$ cat config.mk
export PLATFORM = sky130hd
export DESIGN_NAME = ovs_capture
export DESIGN_NICKNAME = d
export VERILOG_FILES = /design/src/rtl/ovs_pkg.sv /design/src/rtl/ovs_sync.sv /design/src/rtl/ovs_sampler.sv /design/src/rtl/ovs_framer.sv /design/src/rtl/ovs_capture.sv
export SDC_FILE = /design/constraint.sdc
export NUM_CORES = 1
export LEC_CHECK = 0
export BUFFER_PORTS_ARGS = -buffer_cell sky130_fd_sc_hd__buf_2
export CAP_MARGIN = 20
export CORE_ASPECT_RATIO = 1.1
export CORE_MARGIN = 2
export CORE_UTILIZATION = 25
export DETAILED_ROUTE_END_ITERATION = 8
export PLACE_DENSITY = 0.36
export SLEW_MARGIN = 15
export SYNTH_ARGS = -nofsm -noshare
export SYNTH_HDL_FRONTEND = slang
export SYNTH_SLANG_ARGS = --single-unit
$ cat constraint.sdc
create_clock -name clk -period 2.3 [get_ports clk]
set_input_delay 0.115 -clock clk [delete_from_list [all_inputs] [get_ports clk]]
set_output_delay 0.115 -clock clk [all_outputs]
set_load 0.03 [all_outputs]
$ cat src/rtl/ovs_pkg.sv
package ovs_pkg;
  localparam int PERIOD_W = 9;
  localparam logic [2:0] OVS_CHAN_TYPE = 3'd2;

  function automatic logic [15:0] make_hw_id(input logic [4:0] chan);
    return {chan, OVS_CHAN_TYPE, 4'd0, 4'd0};
  endfunction

  function automatic logic [15:0] make_hw_mode(input logic [PERIOD_W-1:0] per);
    return {1'b1, 6'd0, per};
  endfunction

  function automatic logic [15:0] bits_of_pairs(input logic [15:0] pairs);
    return {pairs[14:0], 1'b0};
  endfunction

  function automatic logic [15:0] words_of_bits(input logic [15:0] bits);
    logic [16:0] sum;
    sum = {1'b0, bits} + 17'd15;
    return sum[16:4] > 13'd0 ? {3'd0, sum[16:4]} : 16'd0;
  endfunction
endpackage

$ cat src/rtl/ovs_sync.sv
module ovs_sync #(
  parameter int WIDTH = 2
) (
  input  logic             clk,
  input  logic             rst_n,
  input  logic [WIDTH-1:0] async_in,
  output logic [WIDTH-1:0] sync_out
);
  for (genvar b = 0; b < WIDTH; b++) begin : g_bit
    logic stage1, stage2;
    always_ff @(posedge clk or negedge rst_n) begin
      if (!rst_n) begin
        stage1 <= 1'b0;
        stage2 <= 1'b0;
      end else begin
        stage1 <= async_in[b];
        stage2 <= stage1;
      end
    end
    assign sync_out[b] = stage2;
  end
endmodule

$ cat src/rtl/ovs_sampler.sv
module ovs_sampler
  import ovs_pkg::*;
(
  input  logic                clk,
  input  logic                rst_n,
  input  logic                blk_start,
  input  logic                dclk_en,
  input  logic [PERIOD_W-1:0] cfg_period,
  output logic                armed,
  output logic [PERIOD_W-1:0] period_q,
  output logic                sample_tick
);
  logic [PERIOD_W-1:0] cnt;
  logic                running;

  assign running = armed && (period_q != '0);

  always_comb begin
    if (blk_start) sample_tick = (cfg_period != '0);
    else           sample_tick = running && dclk_en && (cnt == '0);
  end

  always_ff @(posedge clk or negedge rst_n) begin
    if (!rst_n) begin
      armed    <= 1'b0;
      period_q <= '0;
      cnt      <= '0;
    end else if (blk_start) begin
      armed    <= 1'b1;
      period_q <= cfg_period;
      cnt      <= cfg_period - PERIOD_W'(1);
    end else if (running && dclk_en) begin
      cnt <= (cnt == '0) ? period_q - PERIOD_W'(1) : cnt - PERIOD_W'(1);
    end
  end
endmodule

$ cat src/rtl/ovs_framer.sv
module ovs_framer
  import ovs_pkg::*;
#(
  parameter int WORDS  = 4,
  parameter int CAP    = WORDS * 8,
  parameter int CNT_W  = $clog2(CAP + 1),
  parameter int BEAT_W = $clog2(WORDS + 3)
) (
  input  logic                clk,
  input  logic                rst_n,
  input  logic                blk_start,
  input  logic                armed,
  input  logic                sample_tick,
  input  logic                smp_data,
  input  logic                smp_clk,
  input  logic [4:0]          cfg_chan,
  input  logic [PERIOD_W-1:0] period_q,
  input  logic                out_ready,
  output logic                out_valid,
  output logic [15:0]         out_word,
  output logic [BEAT_W-1:0]   beat_idx,
  output logic [CNT_W-1:0]    pair_count,
  output logic                emit_start
);
  localparam int WIX_W = (WORDS > 1) ? $clog2(WORDS) : 1;

  logic [WORDS-1:0][15:0] cap_mem;
  logic [CNT_W-1:0]       pairs;
  logic [4:0]             chan_q;

  logic [WORDS-1:0][15:0] out_mem;
  logic [CNT_W-1:0]       out_pairs;
  logic [15:0]            hw_id_q, hw_mode_q;
  logic                   busy;
  logic [BEAT_W-1:0]      beat;

  logic [CNT_W-1:0] wr_pos;
  logic             wr_en;
  logic [WIX_W-1:0] wr_word;
  logic [3:0]       d_bit, c_bit;
  logic [15:0]      n_data, last_sum;
  logic [BEAT_W-1:0] last_beat;
  logic [15:0]      bit_count;

  assign emit_start = blk_start && armed && !busy;
  assign wr_pos     = blk_start ? '0 : pairs;
  assign wr_en      = sample_tick && (blk_start || (pairs < CNT_W'(CAP)));
  assign wr_word    = WIX_W'(wr_pos >> 3);
  assign d_bit      = 4'd15 - {1'b0, wr_pos[2:0]};
  assign c_bit      = 4'd7 - {1'b0, wr_pos[2:0]};

  always_ff @(posedge clk or negedge rst_n) begin
    if (!rst_n) begin
      cap_mem <= '0;
      pairs   <= '0;
      chan_q  <= '0;
    end else begin
      if (blk_start) begin
        cap_mem <= '0;
        pairs   <= '0;
        chan_q  <= cfg_chan;
      end
      if (wr_en) begin
        cap_mem[wr_word][d_bit] <= smp_data;
        cap_mem[wr_word][c_bit] <= smp_clk;
        pairs <= wr_pos + CNT_W'(1);
      end
    end
  end

  assign bit_count = bits_of_pairs(16'(out_pairs));
  assign n_data    = words_of_bits(bit_count);
  assign last_sum  = n_data + 16'd2;
  assign last_beat = BEAT_W'(last_sum);

  always_ff @(posedge clk or negedge rst_n) begin
    if (!rst_n) begin
      out_mem   <= '0;
      out_pairs <= '0;
      hw_id_q   <= '0;
      hw_mode_q <= '0;
      busy      <= 1'b0;
      beat      <= '0;
    end else if (emit_start) begin
      out_mem   <= cap_mem;
      out_pairs <= pairs;
      hw_id_q   <= make_hw_id(chan_q);
      hw_mode_q <= make_hw_mode(period_q);
      busy      <= 1'b1;
      beat      <= '0;
    end else if (busy && out_ready) begin
      if (beat == last_beat) busy <= 1'b0;
      else                   beat <= beat + BEAT_W'(1);
    end
  end

  always_comb begin
    case (beat)
      BEAT_W'(0): out_word = hw_id_q;
      BEAT_W'(1): out_word = bit_count;
      BEAT_W'(2): out_word = hw_mode_q;
      default:    out_word = out_mem[WIX_W'(beat - BEAT_W'(3))];
    endcase
  end

  assign out_valid  = busy;
  assign beat_idx   = beat;
  assign pair_count = pairs;
endmodule

$ cat src/rtl/ovs_capture.sv
module ovs_capture
  import ovs_pkg::*;
#(
  parameter int WORDS = 4
) (
  input  logic        clk,
  input  logic        rst_n,
  input  logic        blk_start,
  input  logic        dclk_en,
  input  logic        ser_data,
  input  logic        ser_clk,
  input  logic [4:0]  cfg_chan_id,
  input  logic [8:0]  cfg_period,
  input  logic        out_ready,
  output logic        out_valid,
  output logic [15:0] out_word
);
  localparam int CAP    = WORDS * 8;
  localparam int CNT_W  = $clog2(CAP + 1);
  localparam int BEAT_W = $clog2(WORDS + 3);

  logic [1:0]          lines_sync;
  logic                armed;
  logic [PERIOD_W-1:0] period_q;
  logic                sample_tick;
  logic [BEAT_W-1:0]   beat_idx;
  logic [CNT_W-1:0]    pair_count;
  logic                emit_start;

  ovs_sync #(.WIDTH(2)) u_sync (
    .clk      (clk),
    .rst_n    (rst_n),
    .async_in ({ser_data, ser_clk}),
    .sync_out (lines_sync)
  );

  ovs_sampler u_sampler (
    .clk         (clk),
    .rst_n       (rst_n),
    .blk_start   (blk_start),
    .dclk_en     (dclk_en),
    .cfg_period  (cfg_period),
    .armed       (armed),
    .period_q    (period_q),
    .sample_tick (sample_tick)
  );

  ovs_framer #(.WORDS(WORDS)) u_framer (
    .clk         (clk),
    .rst_n       (rst_n),
    .blk_start   (blk_start),
    .armed       (armed),
    .sample_tick (sample_tick),
    .smp_data    (lines_sync[1]),
    .smp_clk     (lines_sync[0]),
    .cfg_chan    (cfg_chan_id),
    .period_q    (period_q),
    .out_ready   (out_ready),
    .out_valid   (out_valid),
    .out_word    (out_word),
    .beat_idx    (beat_idx),
    .pair_count  (pair_count),
    .emit_start  (emit_start)
  );
endmodule

Word level (Yosys, flattened, before mapping)
Cells that the tools add are included.
{"block": "word_totals", "ff_bits": 188, "latchBits": 0, "ram_bits": 0, "rom_bits": 0, "out_inout_bits": 17, "mem_count": 0}
{"block": "classes", "n_addsub": 10, "mul": 0, "div": 0, "n_lt_le_gt_ge": 9, "n_eq_ne": 4, "n_shift": 0, "mux": 28, "bitwise": 0, "n_reduce_logical": 21}
{"cell": "$bwmux 64", "n": 2}
{"cell": "$mux 64", "n": 2}
{"cell": "$demux 16 s2", "n": 2}
{"cell": "$mux 16", "n": 3}
{"cell": "$pmux 16 s3", "n": 1}
{"cell": "$bmux 16 s2", "n": 1}
{"cell": "$mux 9", "n": 3}
{"cell": "$sub 9x1->9 const B", "n": 3}
{"cell": "$reduce_bool 9->1", "n": 2}
{"cell": "$mux 3", "n": 4}
{"cell": "$mux 6", "n": 2}
{"cell": "$logic_and 1x1->1", "n": 10}
{"cell": "$lt 4x5->1 const B", "n": 2}
{"cell": "$logic_not 9->1", "n": 1}
{"cell": "$add 7x4->8 const B", "n": 1}
{"cell": "$demux 1 s4", "n": 2}
{"cell": "$ge 4x1->1 const B", "n": 2}
{"cell": "$add 6x1->6 const B", "n": 1}
{"cell": "$lt 2x3->1 const B", "n": 2}
{"cell": "$lt 6x6->1 const B", "n": 1}
{"cell": "$mux 1", "n": 6}
{"cell": "$reduce_bool 2->1", "n": 3}
{"cell": "$gt 4x1->1 const B", "n": 1}
{"cell": "$reduce_and 2->1", "n": 2}
{"cell": "13 further kinds", "n": 13}

Longest topological paths before layout
Gate-level depths: netlist of run 1.
{"block": "depth", "depth_word": 11, "mapped_depth": 9, "depth_no_buf": 9}

Modules after synthesis
Synthesis of run 1 repeated with hierarchy kept, for this count alone.
{"block": "hier_totals", "cells_unflattened": 930, "area_unflattened_um2": 8749.6}
{"mod": "ovs_framer", "n_inst": 1, "cells_per_inst": 797, "area_each_um2": 7475.9, "seq_area_each_um2": 4103.9}
{"mod": "ovs_sampler", "n_inst": 1, "cells_per_inst": 127, "area_each_um2": 1158.6, "seq_area_each_um2": 475.5}
{"mod": "ovs_sync", "n_inst": 1, "cells_per_inst": 6, "area_each_um2": 115.1, "seq_area_each_um2": 100.1}

Least setup slack after synthesis of run 1
Ideal clock, no wire load.
{"block": "synth_path", "kind": "register to output", "from": "register u_framer.beat[0] (netlist: u_framer.beat_idx[0])", "to": "output out_word[0]", "arrival_time_ps": 2491, "required_time_ps": 2185, "slack_ps": -306, "stages_incl_launch_ff": 9, "cell_sequence": "dfrtp_1 buf_1 inv_1 ha_1 buf_1 buf_1 mux4_2 o21ai_0 nand2_1"}
{"block": "synth_between", "elab_chain_len": 4, "word_cells_on_any_way": 7, "classes_between": "1 x add/sub; 2 x eq/ne; 3 x mux; 1 x reduce/logical"}
{"item": "start, declared", "line_no": "ovs_framer.sv:35", "rtl": "logic [BEAT_W-1:0] beat;"}
{"item": "start signal, assigned", "line_no": "ovs_framer.sv:93", "rtl": "else beat <= beat + BEAT_W'(1);"}
{"item": "$sub 2x2->2", "line_no": "ovs_framer.sv:102", "rtl": "default: out_word = out_mem[WIX_W'(beat - BEAT_W'(3))];"}
{"item": "$bmux 16 s2", "line_no": "ovs_framer.sv:102"}
{"item": "$mux 16 (not written as such)", "line_no": "ovs_framer.sv:102"}
{"item": "$pmux 16 s3 (*)", "line_no": "ovs_framer.sv:98", "rtl": "case (beat)"}
{"item": "end, declared", "line_no": "ovs_capture.sv:16", "rtl": "output logic [15:0] out_word"}
Every way passes the cells marked *; elsewhere a longest branch is shown, timed or not. The select of a mux whose other input is x is not followed.

Worst setup path after layout of run 1
{"block": "layout_path", "from": "register u_framer.beat[0] (netlist: u_framer.beat_idx[0])", "to": "output out_word[5]"}
The elaborated chain is that of the path after synthesis.

==> results.txt, run 1 <==
Root buf cell: clkbuf_16
Ports: 38
Die Height: 201 microns
Sequential area share after synthesis: 0.532
WHS Path Cells: 3
WP data arrival: 2.13 ns
Antenna Nets Post-Route: 0
Share of flip-flops with an asynchronous set or reset: 1.00
Min Tclk post-route: 2.25 ns
Max_slew headroom: 0.488
Crit Path Max Fanout: 6
Final Util: 0.315
Main synth FF type: dfrtp_1
CORE AREA: 35,000 sq um
Final hold vios: 0
Max clock buf depth: 2
Yosys top cell by area: dfrtp_1
Post-Syn Area per Cell: 11.9 sq um
Pins over their slew limit: 0
Dpl cells: 1,225
Mapped cell area: 8790 sq um
Skew-Pair Late Insertion Delay: 0.45 ns
Vias/cell: 4.80
GRT Overall Usage: 0.142
Synth unique cells: 63
Share of layout cells above drive strength 1: 0.344
Final non-filler cell area: 11,000 sq um
Final hold slack: 0.0832 ns
Reg2Reg Depth: 7
Power per cell area: 925 nW/um^2
DR WL/cell: 19.7 microns
Post-route clock period utilization: 0.977
Clock Pin Slew Worst Setup and Hold Paths: 0.08 ns
Max Cap Violations: 0
Post-Synthesis Cells: 739
IO Port Bufs: 37
TritonCTS buffer count: 17
Synth Register Bits: 187
Pre-Repair DR Iteration Count: 5
DP Area: 9860 sq um
Area grow syn2layout: 25.4%
# DRC: 0
Worst clock skew: 0.0168 ns
DP Worst Slack: -0.00867 ns
Post-Layout Cell Count: 1,292
CP required: 2.18 ns
Initial antenna violation count: 0
VDD IR max: 0.374 mV
Total grt overflow: 0
Top-count cell post-synth: dfrtp_1
Crit path kind: flip-flop to output port
Min-Delay Path Class: input port to flip-flop
Final Setup Violations: 0
Leak Pwr: 5.20 nW
Post-Syn Nets: 766
Layout Nets: 862
Global-route wire length before repair: 39,700 microns
Die ar.: 36,700 sq um
H-tree levels: 4
Yosys warns: 0
WL final: 25,500 microns
Endpoint class of the critical path: output port
Synth cell count leaders: dfrtp_1, nand2_1, mux2_2, mux2i_1, o21ai_0
DIE WIDTH: 183 microns
Number of inserted diodes: 0
Detailed router's first-iteration violation count: 341
TritonCTS Sinks: 187
Unrepaired setup endpoints after global routing: yes
Cell row count: 72
Share of Yosys cell area claimed by the top area cell type: 0.532
TritonCTS clock tree: done
DP HPWL: 16,900 microns
Vias: 6,198
Crit start category: flip-flop
Largest net degree at the start of global routing: 71
Vias in the first global route: 6,469
RePlAce Congestion: 0.786
Worst Setup Slack, final: 0.0529 ns
Status: finished, final reports clean
Worst-Margin Slew: 0.768 ns
Initial Util: 0.251
FMAX: 445 MHz
EDFF count, synth: 0
Top post-synthesis cells by area: dfrtp_1, mux2_2, mux2i_1
## kinds of logic (layout without fill, tap and decap cells)
| logic type | after synthesis | after routing | synth area share |
|---|---|---|---|
| and+or+nand+nor | 214 | 214 | 0.124 |
| xor gates and xnor gates | 7 | 7 | 0.00698 |
| buffers and inverters | 59 | 168 | 0.0286 |
| AOI/OAI and AO/OA | 98 | 98 | 0.0726 |
| muxes | 168 | 168 | 0.227 |
| adders and majority gates | 6 | 6 | 0.00854 |
| DFF | 187 | 187 | 0.532 |
## final cells by class
cell class / instances / area (sq um)
fill: 3505 / 23900
sequential: 187 / 4680
multi-input combinational: 493 / 3990
timing repair buffer: 121 / 1140
tap: 444 / 556
clock buffer: 17 / 425
clock inverter: 15 / 175
inverter: 15 / 56.3
## flip-flops by register name, indices dropped and copies added, names as in the netlist, 5 cells and up
name / flops
u_framer.pair_count: 6
u_framer.hw_id_q: 6
u_framer.out_mem: 64
u_sampler.period_q: 9
u_sampler.cnt: 9
u_framer.chan_q: 5
u_framer.out_pairs: 6
u_framer.hw_mode_q: 9
u_framer.cap_mem: 64
## worst max-delay path, stage by stage (launching register included)
cell	delay [ns]
dfrtp_2	0.44
inv_2	0.09
ha_4	0.23
buf_12	0.14
buf_16	0.13
mux4_2	0.33
o21ai_1	0.10
nand2_1	0.08
buf_6	0.15
## metal layers
metal  vias up  share of wire  GRT usage
met4         0          0.011     0.0377
met1      3223           0.48      0.198
met3        17          0.024     0.0234
li1       2858              -          -
met2       100           0.48      0.229
met5         -              0          0
## placed cells by master (no fill, tap or decap), types with 4 or more instances in the layout
cell,count
buf_2,27
nand3_1,11
xnor2_1,5
o211ai_1,4
nand3_2,5
mux4_2,16
nand4_1,6
buf_6,6
a22oi_1,4
o31ai_1,4
o21ai_0,22
buf_4,54
mux2i_1,60
dlygate4sd3_1,17
dfrtp_1,186
nand2_1,108
o21ai_2,9
o22ai_1,4
and3_1,5
mux2_2,92
nor2_1,21
inv_1,10
a21oi_1,17
nor3_1,9
inv_8,5
a22oi_2,4
nor3b_1,5
clkbuf_16,19
nor2b_1,10
buf_12,11
## stage by stage
step | TNS, ns | total power, mW
final | 0 | 10.2
after global routing | -0.0404 | 10.7
after CTS | -0.0733 | 9.97
after detailed placement | -0.00867 | 6.41
after global placement | -0.00762 | 6.38
after floorplan | 0 | 5.34
## what timing repair did
| action | in CTS | in global routing |
|---|---|---|
| hold endpoints to repair | 82 | 0 |
| endpoints found under the setup margin | 18 | 61 |
| gates resized for setup | 38 | 23 |
| setup buffers | 3 | 11 |
| cloned | 1 | 3 |
| pin swaps | 1 | 8 |
| hold buffers | 17 | 0 |
## power breakdown
| part | leakage, nW | total (mW) | switching (mW) | internal, mW |
|---|---|---|---|---|
| clock | 0.294 | 3.06 | 1.50 | 1.56 |
| sequential | 2.49 | 3.78 | 0.224 | 3.56 |
| combinational | 2.41 | 3.35 | 1.78 | 1.57 |
| total | 5.20 | 10.2 | 3.51 | 6.69 |
## final timing paths
check / to / from / slack, ns
worst min register to register: u_sync.g_bit[1].stage2 / u_sync.g_bit[1].stage1 / 0.35
max in group asynchronous: u_framer.pair_count[1] / rst_n / 1.25
worst max-delay path: out_word[5] / u_framer.beat_idx[0] / 0.05
worst min-delay path: u_sampler.period_q[0] / blk_start / 0.08
worst max register to register: u_framer.cap_mem[43] / u_sampler.cnt[1] / 0.09
min in group asynchronous: u_sampler.period_q[2] / rst_n / 0.25
Power figures use the tool's default switching activity.
==> inputs of run 2 (changes only) <==
--- a/config.mk
+++ b/config.mk
@@ -12,6 +12,7 @@
 export CORE_UTILIZATION = 25
 export DETAILED_ROUTE_END_ITERATION = 8
 export PLACE_DENSITY = 0.36
+export SETUP_SLACK_MARGIN = 0.3
 export SLEW_MARGIN = 15
 export SYNTH_ARGS = -nofsm -noshare
 export SYNTH_HDL_FRONTEND = slang
==> results.txt, run 2 (same netlist as run 1, synthesis figures left out) <==
Layout Nets: 876 (was 862)
Crit path kind: flip-flop to output port (unchanged)
Unrepaired setup endpoints after global routing: yes (unchanged)
Area grow syn2layout: 34.0% (was 25.4%)
Crit Path Max Fanout: 8 (was 6)
R2R setup slack: 0.10 ns (was 0.09 ns)
Max clock buf depth: 2 (unchanged)
Pre-Repair DR Iteration Count: 4 (was 5)
Root buf cell: clkbuf_16 (unchanged)
Vias: 6,288 (was 6,198)
Pins over their slew limit: 0 (unchanged)
Sw Share: 0.337 (was 0.344)
Fin Setup TNS: 0 ns (unchanged)
Final non-filler cell area: 11,800 sq um (was 11,000 sq um)
Min Tclk post-route: 2.23 ns (was 2.25 ns)
Clock Pin Slew Worst Setup and Hold Paths: 0.07 ns (was 0.08 ns)
Total grt overflow: 0 (unchanged)
Reg2reg start: u_sampler.cnt[7] (was u_sampler.cnt[1])
Vias/cell: 4.81 (was 4.80)
Skew-Pair Late Insertion Delay: 0.44 ns (was 0.45 ns)
Post-route clock period utilization: 0.971 (was 0.977)
DIE WIDTH: 183 microns (unchanged)
TritonCTS buffer count: 17 (unchanged)
Final hold vios: 0 (unchanged)
Worst-Margin Slew: 0.716 ns (was 0.768 ns)
Initial antenna violation count: 0 (unchanged)
Clk pwr share: 0.289 (was 0.300)
Final Setup Violations: 0 (unchanged)
Initial Util: 0.251 (unchanged)
VDD IR max: 0.599 mV (was 0.374 mV)
Ports: 38 (unchanged)
RePlAce Congestion: 0.773 (was 0.786)
FMAX: 448 MHz (was 445 MHz)
Most frequent cells in the layout: dfrtp_1, nand2_1, mux2_2, mux2i_1, buf_4 (unchanged)
TritonCTS Sinks: 187 (unchanged)
TritonCTS clock tree: done (unchanged)
Worst Hold End: u_sampler.period_q[4] (was u_sampler.period_q[0])
Comb pwr share: 0.336 (was 0.329)
IO Port Bufs: 37 (unchanged)
Global-route wire length before repair: 40,500 microns (was 39,700 microns)
Status: finished, final reports clean (unchanged)
Die ar.: 36,700 sq um (unchanged)
H-tree levels: 4 (unchanged)
Min-Delay Path Class: input port to flip-flop (unchanged)
Max_slew headroom: 0.522 (was 0.488)
Worst clock skew: 0.0159 ns (was 0.0168 ns)
Leak Pwr: 5.47 nW (was 5.20 nW)
DP HPWL: 16,500 microns (was 16,900 microns)
Post-Layout Cell Count: 1,306 (was 1,292)
Endpoint class of the critical path: output port (unchanged)
Hold_sp: cfg_period[4] (was blk_start)
Dpl cells: 1,229 (was 1,225)
Most common cell after layout, fill and taps aside: dfrtp_1 (unchanged)
DP Area: 9970 sq um (was 9860 sq um)
WL final: 25,300 microns (was 25,500 microns)
Number of inserted diodes: 0 (unchanged)
Die Height: 201 microns (unchanged)
GRT Overall Usage: 0.144 (was 0.142)
Largest registers: u_framer.cap_mem: 64 flops, u_framer.out_mem: 64 flops (unchanged)
WP data arrival: 2.12 ns (was 2.13 ns)
Worst r2r dst: u_framer.cap_mem[52] (was u_framer.cap_mem[43])
CP required: 2.18 ns (about the same)
Antenna Nets Post-Route: 0 (unchanged)
Sequential power share: 0.375 (was 0.371)
Detailed router's first-iteration violation count: 362 (was 341)
Share of layout cells above drive strength 1: 0.430 (was 0.344)
Switch Pwr: 3.42 mW (was 3.51 mW)
Power per cell area: 861 nW/um^2 (was 925 nW/um^2)
Final Total Pwr: 10.1 mW (was 10.2 mW)
CORE AREA: 35,000 sq um (unchanged)
Cell-internal power: 6.72 mW (was 6.69 mW)
Cell row count: 72 (unchanged)
Max Cap Violations: 0 (unchanged)
Crit start category: flip-flop (unchanged)
Largest net degree at the start of global routing: 59 (was 71)
# DRC: 0 (unchanged)
DR WL/cell: 19.4 microns (was 19.7 microns)
WHS Path Cells: 3 (unchanged)
Vias in the first global route: 6,719 (was 6,469)
Reg2Reg Depth: 7 (unchanged)
[run 2: cell types whose count changed in the layout (fill, tap and decap cells not counted), sizes merged]
cell / change
buf: +16
inv: -2
[run 2: critical path: stages (launching register included)]
cell     delay, ns
dfrtp_1       0.39
buf_6         0.16
buf_6         0.12
buf_16        0.14
mux4_2        0.57
o21ai_2       0.09
nand2_1       0.07
buf_6         0.14
[run 2: layer usage]
metal / vias up / global-route usage / wire length [microns]
met5: - / 0 / 0
met1: 3269 / 0.196 / 11800
met3: 25 / 0.0241 / 620
met2: 100 / 0.237 / 12500
met4: 0 / 0.0429 / 412
li1: 2894 / - / -
[run 2: power groups by stage]
stage          combinational, mW  sequential [mW]  clock [mW]
2_1_floorplan               1.58             3.79           0
3_3_place_gp                2.51             3.84           0
3_5_place_dp                2.55             3.85           0
4_1_cts                     3.33             3.80        3.05
5_1_grt                     3.64             3.84        3.18
6_report                    3.40             3.80        2.93
[run 2: layout make-up]
class                           count  area (sq um)
Fill cell                        3452         23200
Inverter                           15          56.3
Multi-Input combinational cell    493          4500
Clock inverter                     13           133
Timing Repair Buffer              135          1400
Clock buffer                       19           443
Sequential cell                   187          4680
Tap cell                          444           556
[run 2: per-stage QoR]
step / hold WS, ns / setup slack (ns) / utilization
floorplan: -0.181 / 0.184 / -
global placement: 0.113 / 0.0163 / 0.284
detailed placement: 0.126 / 0.0319 / 0.285
CTS: 0.00619 / 0.0428 / 0.328
global route: 0.0293 / -0.0167 / 0.337
finish: 0.0406 / 0.0677 / 0.337
[run 2: worst max-delay path by stage]
stage | from | endpoint | slack (ns) | cells after the start
2_1_floorplan | u_sampler.cnt[0] | u_framer.cap_mem[39] | 0.18 | 6
3_3_place_gp | u_sampler.cnt[0] | u_framer.cap_mem[37] | 0.02 | 7
3_5_place_dp | u_sampler.cnt[0] | u_framer.cap_mem[43] | 0.03 | 7
4_1_cts | u_framer.beat_idx[0] | out_word[12] | 0.04 | 7
5_1_grt | u_framer.beat_idx[0] | out_word[12] | -0.02 | 7
6_report | u_framer.beat_idx[0] | out_word[12] | 0.07 | 7
[run 2: timing repair]
action,4_1_cts,5_1_grt
gates cloned,5,0
buffers inserted,19,4
hold endpoints to repair,65,0
setup endpoints to repair,78,93
hold buffers,17,0
pin swaps,35,24
gates resized for setup,127,51
